## config.mk

```make
export PLATFORM = sky130hd
export DESIGN_NAME = gpio_irq_bank
export DESIGN_NICKNAME = d
export VERILOG_FILES = /design/src/rtl/gpio_irq_pkg.sv /design/src/rtl/gpio_irq_regdec.sv /design/src/rtl/gpio_irq_pin_det.sv /design/src/rtl/gpio_irq_port.sv /design/src/rtl/gpio_irq_agg.sv /design/src/rtl/gpio_irq_bank.sv
export SDC_FILE = /design/constraint.sdc
export NUM_CORES = 1
export LEC_CHECK = 0
export ABC_AREA = 1
export BUFFER_PORTS_ARGS = -buffer_cell sky130_fd_sc_hd__buf_2
export CAP_MARGIN = 0
export CORE_ASPECT_RATIO = 1.4
export CORE_MARGIN = 1.5
export CORE_UTILIZATION = 50
export CTS_BUF_LIST = sky130_fd_sc_hd__clkbuf_8
export CTS_CLUSTER_DIAMETER = 80
export DETAILED_ROUTE_END_ITERATION = 6
export PLACE_DENSITY_LB_ADDON = 0.2
export SLEW_MARGIN = 20
export SYNTH_ARGS = -nofsm -noshare
export SYNTH_HDL_FRONTEND = slang
export SYNTH_HIERARCHICAL = 1
export SYNTH_SLANG_ARGS = --single-unit
```

## constraint.sdc

```tcl
create_clock -name clk_i -period 2.12 [get_ports clk_i]
set_input_delay 0.424 -clock clk_i [delete_from_list [all_inputs] [get_ports clk_i]]
set_output_delay 0.424 -clock clk_i [all_outputs]
set_load 0.005 [all_outputs]
```

## src/rtl/gpio_irq_pkg.sv

```systemverilog
package gpio_irq_pkg;

   // Register group selected by address bits 5:4 (with bit 6 set).
   typedef enum logic [1:0] {
      RK_STATUS = 2'd0,
      RK_ENABLE = 2'd1,
      RK_TYPE   = 2'd2,
      RK_CLEAR  = 2'd3
   } reg_kind_e;

   localparam int unsigned PORT_SEL_W = 2;   // address bits 3:2
   localparam int unsigned ALIAS_BIT  = 11;  // masked alias offset 0x800
   localparam int unsigned MAP_ADDR_W = 12;

   typedef struct packed {
      logic                  hit;
      logic                  masked;
      reg_kind_e             kind;
      logic [PORT_SEL_W-1:0] port;
   } reg_sel_t;

endpackage

```

## src/rtl/gpio_irq_regdec.sv

```systemverilog
module gpio_irq_regdec
   import gpio_irq_pkg::*;
#(
   parameter int unsigned ADDR_W    = 12,
   parameter int unsigned NUM_PORTS = 4
) (
   input  logic [ADDR_W-1:0] addr_i,
   output reg_sel_t          sel_o
);

   logic upper_zero;
   logic port_ok;

   generate
      if (ADDR_W > MAP_ADDR_W) begin : g_wide
         assign upper_zero = (addr_i[ADDR_W-1:MAP_ADDR_W] == '0);
      end else begin : g_exact
         assign upper_zero = 1'b1;
      end
   endgenerate

   assign port_ok = ({{(32-PORT_SEL_W){1'b0}}, addr_i[3:2]} < NUM_PORTS);

   always_comb begin
      sel_o        = '0;
      sel_o.masked = addr_i[ALIAS_BIT];
      sel_o.kind   = reg_kind_e'(addr_i[5:4]);
      sel_o.port   = addr_i[3:2];
      sel_o.hit    = upper_zero && port_ok && addr_i[6]
                     && (addr_i[10:7] == 4'd0) && (addr_i[1:0] == 2'd0)
                     && !(addr_i[ALIAS_BIT] && (reg_kind_e'(addr_i[5:4]) == RK_CLEAR));
   end

endmodule

```

## src/rtl/gpio_irq_pin_det.sv

```systemverilog
module gpio_irq_pin_det (
   input  logic clk_i,
   input  logic rst_ni,
   input  logic pin_i,
   input  logic pol_i,
   input  logic edge_i,
   input  logic both_i,
   input  logic clr_i,
   input  logic sw_wr_i,
   input  logic sw_val_i,
   output logic status_o
);

   logic prev_q;
   logic primed_q;
   logic status_q;
   logic rise_w;
   logic fall_w;
   logic hit_w;
   logic base_w;

   always_comb begin
      rise_w = primed_q & pin_i & ~prev_q;
      fall_w = primed_q & ~pin_i & prev_q;
      if (edge_i) begin
         if (both_i) hit_w = rise_w | fall_w;
         else        hit_w = pol_i ? rise_w : fall_w;
      end else begin
         hit_w = (pin_i == pol_i);
      end
      if (sw_wr_i)    base_w = sw_val_i;
      else if (clr_i) base_w = 1'b0;
      else            base_w = status_q;
   end

   always_ff @(posedge clk_i or negedge rst_ni) begin
      if (!rst_ni) begin
         prev_q   <= 1'b0;
         primed_q <= 1'b0;
         status_q <= 1'b0;
      end else begin
         prev_q   <= pin_i;
         primed_q <= 1'b1;
         status_q <= base_w | hit_w;
      end
   end

   assign status_o = status_q;

   // a configured rising edge always lands in status
   a_r2_rise_sets : assert property (@(posedge clk_i) disable iff (!rst_ni)
      (edge_i && !both_i && pol_i && primed_q && pin_i && !prev_q) |=> status_q);

   // any change in either-edge mode lands in status
   a_r3_both_sets : assert property (@(posedge clk_i) disable iff (!rst_ni)
      (edge_i && both_i && primed_q && (pin_i != prev_q)) |=> status_q);

   // a matching level keeps status set
   a_r4_level_sets : assert property (@(posedge clk_i) disable iff (!rst_ni)
      (!edge_i && (pin_i == pol_i)) |=> status_q);

   // a clear with a steady pin in edge mode empties the bit
   a_r5_clear_drops : assert property (@(posedge clk_i) disable iff (!rst_ni)
      (clr_i && !sw_wr_i && edge_i && (pin_i == prev_q)) |=> !status_q);

   // a falling edge colliding with a clear still survives
   a_r6_edge_beats_clear : assert property (@(posedge clk_i) disable iff (!rst_ni)
      (clr_i && edge_i && !both_i && !pol_i && primed_q && !pin_i && prev_q) |=> status_q);

endmodule

```

## src/rtl/gpio_irq_port.sv

```systemverilog
module gpio_irq_port
   import gpio_irq_pkg::*;
#(
   parameter int unsigned PINS   = 8,
   parameter int unsigned DATA_W = 32
) (
   input  logic              clk_i,
   input  logic              rst_ni,
   input  logic [PINS-1:0]   pins_i,
   input  logic              wr_i,
   input  reg_kind_e         kind_i,
   input  logic              masked_i,
   input  logic [DATA_W-1:0] wdata_i,
   output logic [PINS-1:0]   status_o,
   output logic [PINS-1:0]   enable_o,
   output logic [3*PINS-1:0] type_o
);

   logic [PINS-1:0] en_q;
   logic [PINS-1:0] pol_q;
   logic [PINS-1:0] edg_q;
   logic [PINS-1:0] both_q;

   logic [PINS-1:0] lo_val;    // values / polarity lane
   logic [PINS-1:0] mid_val;   // masked mask / edge lane
   logic [PINS-1:0] hi_val;    // both-edges lane
   logic [PINS-1:0] ty_mask;

   assign lo_val  = wdata_i[PINS-1:0];
   assign mid_val = wdata_i[2*PINS-1:PINS];
   assign hi_val  = wdata_i[3*PINS-1:2*PINS];
   assign ty_mask = wdata_i[4*PINS-1:3*PINS];

   logic wr_en_w;
   logic wr_ty_w;
   logic wr_clr_w;
   logic wr_st_w;

   assign wr_en_w  = wr_i && (kind_i == RK_ENABLE);
   assign wr_ty_w  = wr_i && (kind_i == RK_TYPE);
   assign wr_clr_w = wr_i && (kind_i == RK_CLEAR) && !masked_i;
   assign wr_st_w  = wr_i && (kind_i == RK_STATUS) && masked_i;

   always_ff @(posedge clk_i or negedge rst_ni) begin
      if (!rst_ni) begin
         en_q <= '0;
      end else if (wr_en_w) begin
         if (masked_i) en_q <= (en_q & ~mid_val) | (lo_val & mid_val);
         else          en_q <= lo_val;
      end
   end

   always_ff @(posedge clk_i or negedge rst_ni) begin
      if (!rst_ni) begin
         pol_q  <= '0;
         edg_q  <= '0;
         both_q <= '0;
      end else if (wr_ty_w) begin
         if (masked_i) begin
            pol_q  <= (pol_q  & ~ty_mask) | (lo_val  & ty_mask);
            edg_q  <= (edg_q  & ~ty_mask) | (mid_val & ty_mask);
            both_q <= (both_q & ~ty_mask) | (hi_val  & ty_mask);
         end else begin
            pol_q  <= lo_val;
            edg_q  <= mid_val;
            both_q <= hi_val;
         end
      end
   end

   generate
      for (genvar n = 0; n < PINS; n++) begin : g_pin
         gpio_irq_pin_det u_det (
            .clk_i    (clk_i),
            .rst_ni   (rst_ni),
            .pin_i    (pins_i[n]),
            .pol_i    (pol_q[n]),
            .edge_i   (edg_q[n]),
            .both_i   (both_q[n]),
            .clr_i    (wr_clr_w && lo_val[n]),
            .sw_wr_i  (wr_st_w && mid_val[n]),
            .sw_val_i (lo_val[n]),
            .status_o (status_o[n])
         );
      end
   endgenerate

   assign enable_o = en_q;
   assign type_o   = {both_q, edg_q, pol_q};

   // masked enable write leaves unmasked bits alone
   a_r9_masked_keeps : assert property (@(posedge clk_i) disable iff (!rst_ni)
      (wr_en_w && masked_i) |=> ((en_q & ~$past(mid_val)) == ($past(en_q) & ~$past(mid_val))));

   // masked type write leaves lanes of unmasked pins alone
   a_r10_type_keeps : assert property (@(posedge clk_i) disable iff (!rst_ni)
      (wr_ty_w && masked_i) |=> ((edg_q & ~$past(ty_mask)) == ($past(edg_q) & ~$past(ty_mask))));

endmodule

```

## src/rtl/gpio_irq_agg.sv

```systemverilog
module gpio_irq_agg #(
   parameter int unsigned N = 32
) (
   input  logic [N-1:0] status_i,
   input  logic [N-1:0] enable_i,
   output logic         irq_o
);

   assign irq_o = |(status_i & enable_i);

endmodule

```

## src/rtl/gpio_irq_bank.sv

```systemverilog
module gpio_irq_bank
   import gpio_irq_pkg::*;
#(
   parameter int unsigned NUM_PORTS = 4,
   parameter int unsigned PORT_PINS = 8,
   parameter int unsigned DATA_W    = 32,
   parameter int unsigned ADDR_W    = 12
) (
   input  logic                           clk_i,
   input  logic                           rst_ni,
   input  logic [NUM_PORTS*PORT_PINS-1:0] pin_lvl_i,
   input  logic                           wr_en_i,
   input  logic [ADDR_W-1:0]              wr_addr_i,
   input  logic [DATA_W-1:0]              wr_data_i,
   input  logic [ADDR_W-1:0]              rd_addr_i,
   output logic [DATA_W-1:0]              rd_data_o,
   output logic                           irq_o
);

   localparam int unsigned NPINS  = NUM_PORTS * PORT_PINS;
   localparam int unsigned TYPE_W = 3 * PORT_PINS;

   generate
      if (PORT_PINS < 1 || 4 * PORT_PINS > DATA_W) begin : g_bad_pins
         $error("PORT_PINS must fit four lanes in DATA_W");
      end
      if (NUM_PORTS < 1 || NUM_PORTS > (1 << PORT_SEL_W)) begin : g_bad_ports
         $error("NUM_PORTS exceeds the port select field");
      end
      if (ADDR_W < MAP_ADDR_W) begin : g_bad_addr
         $error("ADDR_W too narrow for the register map");
      end
   endgenerate

   reg_sel_t wsel;
   reg_sel_t rsel;

   gpio_irq_regdec #(.ADDR_W(ADDR_W), .NUM_PORTS(NUM_PORTS)) u_wdec (
      .addr_i (wr_addr_i),
      .sel_o  (wsel)
   );

   gpio_irq_regdec #(.ADDR_W(ADDR_W), .NUM_PORTS(NUM_PORTS)) u_rdec (
      .addr_i (rd_addr_i),
      .sel_o  (rsel)
   );

   logic [NUM_PORTS-1:0][PORT_PINS-1:0] stat_w;
   logic [NUM_PORTS-1:0][PORT_PINS-1:0] en_w;
   logic [NUM_PORTS-1:0][TYPE_W-1:0]    type_w;

   generate
      for (genvar p = 0; p < NUM_PORTS; p++) begin : g_port
         logic port_wr;
         assign port_wr = wr_en_i && wsel.hit && (wsel.port == PORT_SEL_W'(p));

         gpio_irq_port #(.PINS(PORT_PINS), .DATA_W(DATA_W)) u_port (
            .clk_i    (clk_i),
            .rst_ni   (rst_ni),
            .pins_i   (pin_lvl_i[p*PORT_PINS +: PORT_PINS]),
            .wr_i     (port_wr),
            .kind_i   (wsel.kind),
            .masked_i (wsel.masked),
            .wdata_i  (wr_data_i),
            .status_o (stat_w[p]),
            .enable_o (en_w[p]),
            .type_o   (type_w[p])
         );
      end
   endgenerate

   gpio_irq_agg #(.N(NPINS)) u_agg (
      .status_i (stat_w),
      .enable_i (en_w),
      .irq_o    (irq_o)
   );

   always_comb begin
      rd_data_o = '0;
      if (rsel.hit && !rsel.masked) begin
         case (rsel.kind)
            RK_STATUS: rd_data_o = DATA_W'(stat_w[rsel.port]);
            RK_ENABLE: rd_data_o = DATA_W'(en_w[rsel.port]);
            RK_TYPE:   rd_data_o = DATA_W'(type_w[rsel.port]);
            default:   rd_data_o = '0;
         endcase
      end
   end

   // with every enable at zero the request stays low
   a_r8_quiet_when_disabled : assert property (@(posedge clk_i) disable iff (!rst_ni)
      (en_w == '0) |-> !irq_o);

   // request high implies some port holds an enabled bit
   a_r7_irq_has_source : assert property (@(posedge clk_i) disable iff (!rst_ni)
      irq_o |-> (en_w != '0) && (stat_w != '0));

endmodule

```

* Word-level counts from Yosys, hierarchy flattened *
Cells that the tools add are included.

word-level totals
  register bits after elaboration = 193
  input port bits = 91
  word-level logic and storage cells = 716

operators by class
  $lt $le $gt $ge = 1
  equal/unequal tests = 41
  multiplexer cells = 184
  bitwise operators = 295
  reduce and logical (&&, ||, !) cells = 114

operator list
  cell                                                                           count
  8-bit AND                                                                      20
  1-bit 2-to-1 mux                                                               160
  8-bit 2-to-1 mux                                                               18
  1-bit AND                                                                      128
  8-bit OR                                                                       16
  1-bit logical AND                                                              102
  24-bit one-hot mux with 3 select lines                                         1
  1-bit inverter                                                                 64
  1-bit OR                                                                       64
  24-bit binary-select mux with 2-bit select                                     1
  24-bit 2-to-1 mux                                                              2
  32-bit AND                                                                     1
  8-bit binary-select mux with 2-bit select                                      2
  1-bit == test                                                                  32
  32-bit OR reduction                                                            1
  8-bit inverter                                                                 2
  2-bit == test (second input constant)                                          6
  2-bit logical NOT                                                              5
  4-bit logical NOT                                                              2
  2-bit by 1-bit == test with 1-bit output (second input constant)               3
  1-bit logical NOT                                                              4
  2-bit by 3-bit less-than comparator with 1-bit output (second input constant)  1

* Logic depth before layout (Yosys ltp) *
  word-level depth = 12
  depth in mapped cells = 11
  gate-level depth less buffers = 11

* Hierarchy *
Netlist, hierarchy kept.

by module, submodules not included
  module            instances  cells each  area each (um^2)
  gpio_irq_port     4          240         1641.6
  gpio_irq_pin_det  32         19          150.1
  gpio_irq_bank     1          477         2013.2
  gpio_irq_agg      1          63          236.5
  gpio_irq_regdec   2          12          70.1

* Worst setup path after synthesis *
OpenSTA, ideal clock, no wires.

  path kind = input to output
  start point = input port rd_addr_i[0]
  end point = output port rd_data_o[13]
  data arrival time = 1398 ps
  required time = 1696 ps
  slack = 298 ps
  cell stages on the path = 8
  buffers on the path = 1
  path through = nor2_1 -> nand3b_1 -> nor2_1 -> inv_1 -> nor2_2 -> nand2_2 -> buf_2 -> a21oi_1

RTL lines
  element             RTL line             RTL
  start: declaration  gpio_irq_bank.sv:15  input logic [ADDR_W-1:0] rd_addr_i,
  end: declaration    gpio_irq_bank.sv:16  output logic [DATA_W-1:0] rd_data_o,

* Worst setup path in the final report *
  start point = register g_port[0].u_port.g_pin[2].u_det.status_q
  end point = output port irq_o

on the way
  word-level cells in the longest chain between the ends = 2

ends and longest elaborated chain
  element                   RTL line                RTL
  start: declaration        gpio_irq_pin_det.sv:16  logic status_q;
  start signal: assignment  gpio_irq_pin_det.sv:44  status_q <= base_w | hit_w;
  32-bit AND                gpio_irq_agg.sv:9       assign irq_o = |(status_i & enable_i);
  32-bit OR reduction       gpio_irq_agg.sv:9
  end: declaration          gpio_irq_bank.sv:17     output logic irq_o

Every way passes these cells.

==> results.ini <==
[logic_synthesis]
ys_types = 23
ys_warn_count = 6
syn_inst = 2132
synth_area_leader_cell = dfrtp_1
synth.top_cell.area_share_pct = 40.7
syn_area_um2 = 13800
synth_area_leaders = dfrtp_1 41%, nand2_1 21%, nand3_1 9.5%
syn_area_per_cell_um2 = 6.45
ys_seq_area_share_pct = 40.7
ys_seq_elements = 224

[pwr]
vdd_drop_max_v = 0.000580
power.total_uw = 9720
leakage_uw = 0.00930
power_density_nw_per_um2 = 590

[grt]
grt_usage_pct = 33.4
grt_first_pass_wirelength_um = 71300
grt_max_degree = 105
grt-ovfl-total = 0
antenna_found_initial = 1
grt_pass1_vias = 13200

[clocking]
cts_root_buf = clkbuf_8
insertion_delay_ps = 550
clk_pin_slew_ps = 70
cts.sink_count = 224
cts_tree = done
cts_max_path_buffers = 3
cts-buffers-inserted = 38
cts-htree-levels = 2

[finish]
final_nets = 2426
drive_gt1_share_pct = 15.7
multi_input_area_um2 = 6650
fill_cells = 2653
final_cell_mix = 749 x nand2_1, 340 x inv_1, 239 x nand3_1
final_common_cell = nand2_1
finalNonFillerCells = 2727
areaGrowthSynthToFinish_pct = 19.6
regArea_um2 = 5610

[die]
coreArea_um2 = 27000
initial_core_util_pct = 51.0
rows = 71
ios = 124
die_w_um = 143
die_h_um = 199
die_area_um2 = 28500

[place]
dp.final_hpwl_um = 32900
place_congestion = 0.930
portBuffers = 115
dp_cells = 2618

[setup_path]
r2r_slack_ps = 950
crit_path_max_incr_delay_ps = 440
worstPathArrival_ps = 1690
critPathKind = flip-flop to output pin
critPathTopFamily = simple AND/OR/NAND/NOR gates
rr_worst_depth = 6
worstPathRequired_ps = 1700
worstPathMaxFanout = 3
crit_chain = nand2_1, nand2_1, nor2_1, nand2_1, nor2_2, nand2_1, buf_2
crit_top_cell = nand2_1
r2r-end = g_port[0].u_port/g_pin[7].u_det/status_o
cpMaxStageDelayCell = dfrtp_1
end_kind = output pin
worstSetupStartpointType = flip-flop
cp_num_buf_inv = 1

[sta]
slew-limit-headroom_pct = 58.4
fin_skew_ps = 13.9
setup_viol = 0
hold_viol_final = 0
fin_crit_sh_pct = 99.7
rsz0062_at_grt = yes
fmax_mhz = 473
slew_violations = 0
period_needed_ps = 2110
worst_pin_slew_ps = 624

[detailed_routing]
wirelength_um = 46300
wl_per_cell_um = 17.0
vias_per_cell = 5.17
drtIter0Drc = 1097
postRouteAntennaNets = 0
dr_total_vias = 14100
drt-pass1-iter-count = 5
drc = 0

[min_path]
hp-start = pin_lvl_i[17]
hold_class = primary input to flip-flop
worstHoldPathCells = 1
min_to = g_port[2].u_port/g_pin[1].u_det/prev_q

[status]
status = complete, no violations

[flow_run]
maxCapViolCount = 0

[layout make-up]
type / instances / area share (%)
Timing Repair Buffer: 225 / 9.90
Clock buffer: 54 / 4.51
Sequential cell: 224 / 34.1
Tap cell: 365 / 2.77
Multi-Input combinational cell: 1501 / 40.4
Inverter: 345 / 7.88
Clock inverter: 12 / 0.479
Antenna cell: 1 / 0.0152
[timing repair]
action	CTS	global route
resized for setup	14	38
pin swaps	2	11
endpoints found under the setup margin	10	25
hold endpoints to repair	58	0
hold buffers	1	0
setup buffers	6	36
[cell usage after synthesis, drive strengths merged]
library cell    n
buf            64
nor3            4
nor2          224
nand4           4
clkinv          4
a21oi          48
clkbuf          5
nand3b          2
dfrtp         224
or2            32
conb           33
nand3         292
nand2         759
inv           341
o21ai          96
[through the flow]
step | area (µm²) | worst slack [ps] | hold WS, ps | TNS [ps] | utilization, %
finish | 16500 | 6.87 | 32.2 | 0 | 61.0
global route | 16500 | -71.0 | 16.1 | -421 | 61.0
CTS | 16100 | 0.668 | 1.15 | 0 | 59.5
detailed placement | 15100 | -146 | 440 | -1900 | 56.0
global placement | 15100 | -157 | 442 | -1330 | 56.0
floorplan | 13800 | 298 | 128 | 0 | -
[per-layer routing]
| layer | share of wire (%) | track usage, % | vias to the layer above | wire, µm |
|---|---|---|---|---|
| met5 | 0 | 0 | - | 0 |
| met4 | 7.4 | 22.2 | 0 | 3400 |
| met3 | 7.0 | 5.10 | 168 | 3240 |
| met2 | 47 | 55.4 | 560 | 21700 |
| met1 | 39 | 40.2 | 6524 | 17900 |
| li1 | - | - | 6837 | - |
[how the worst max path moves through the flow]
| stage | depth (start not counted) | start | slack (ps) | to |
|---|---|---|---|---|
| 3_3_place_gp | 9 | rd_addr_i[0] | -160 | rd_data_o[16] |
| 4_1_cts | 9 | flip-flop | 0.7 | rd_data_o[7] |
| 2_1_floorplan | 8 | rd_addr_i[0] | 300 | rd_data_o[13] |
| 5_1_grt | 9 | flip-flop | -70 | rd_data_o[3] |
| 6_report | 7 | g_port[0].u_port/g_pin[2].u_det/status_o | 7 | irq_o |
| 3_5_place_dp | 9 | rd_addr_i[0] | -150 | rd_data_o[16] |
[where the power goes]
part | internal, µW | switching [µW] | leakage (µW)
clock network | 2370 | 1830 | 0.000452
logic | 339 | 777 | 0.00604
registers | 4350 | 45.3 | 0.00281
total | 7060 | 2660 | 0.00930
[cell families (layout without fill, tap and decap cells)]
logic type / after synthesis / after routing / share of synthesized area, %
AO/OA/AOI/OAI: 144 / 144 / 5.24
flip-flops: 224 / 224 / 40.7
other: 33 / 41 / 0.900
buffers and inverters: 414 / 636 / 12.5
AND/OR/NAND/NOR: 1317 / 1317 / 40.7
[worst register-to-register path, stage by stage (launching register included)]
cell	delay (ps)
dfrtp_1	400
buf_4	140
buf_4	120
or2_1	210
nand3_1	70
nand2_1	90
nand2_1	70
(Power assumes the default switching activity.)
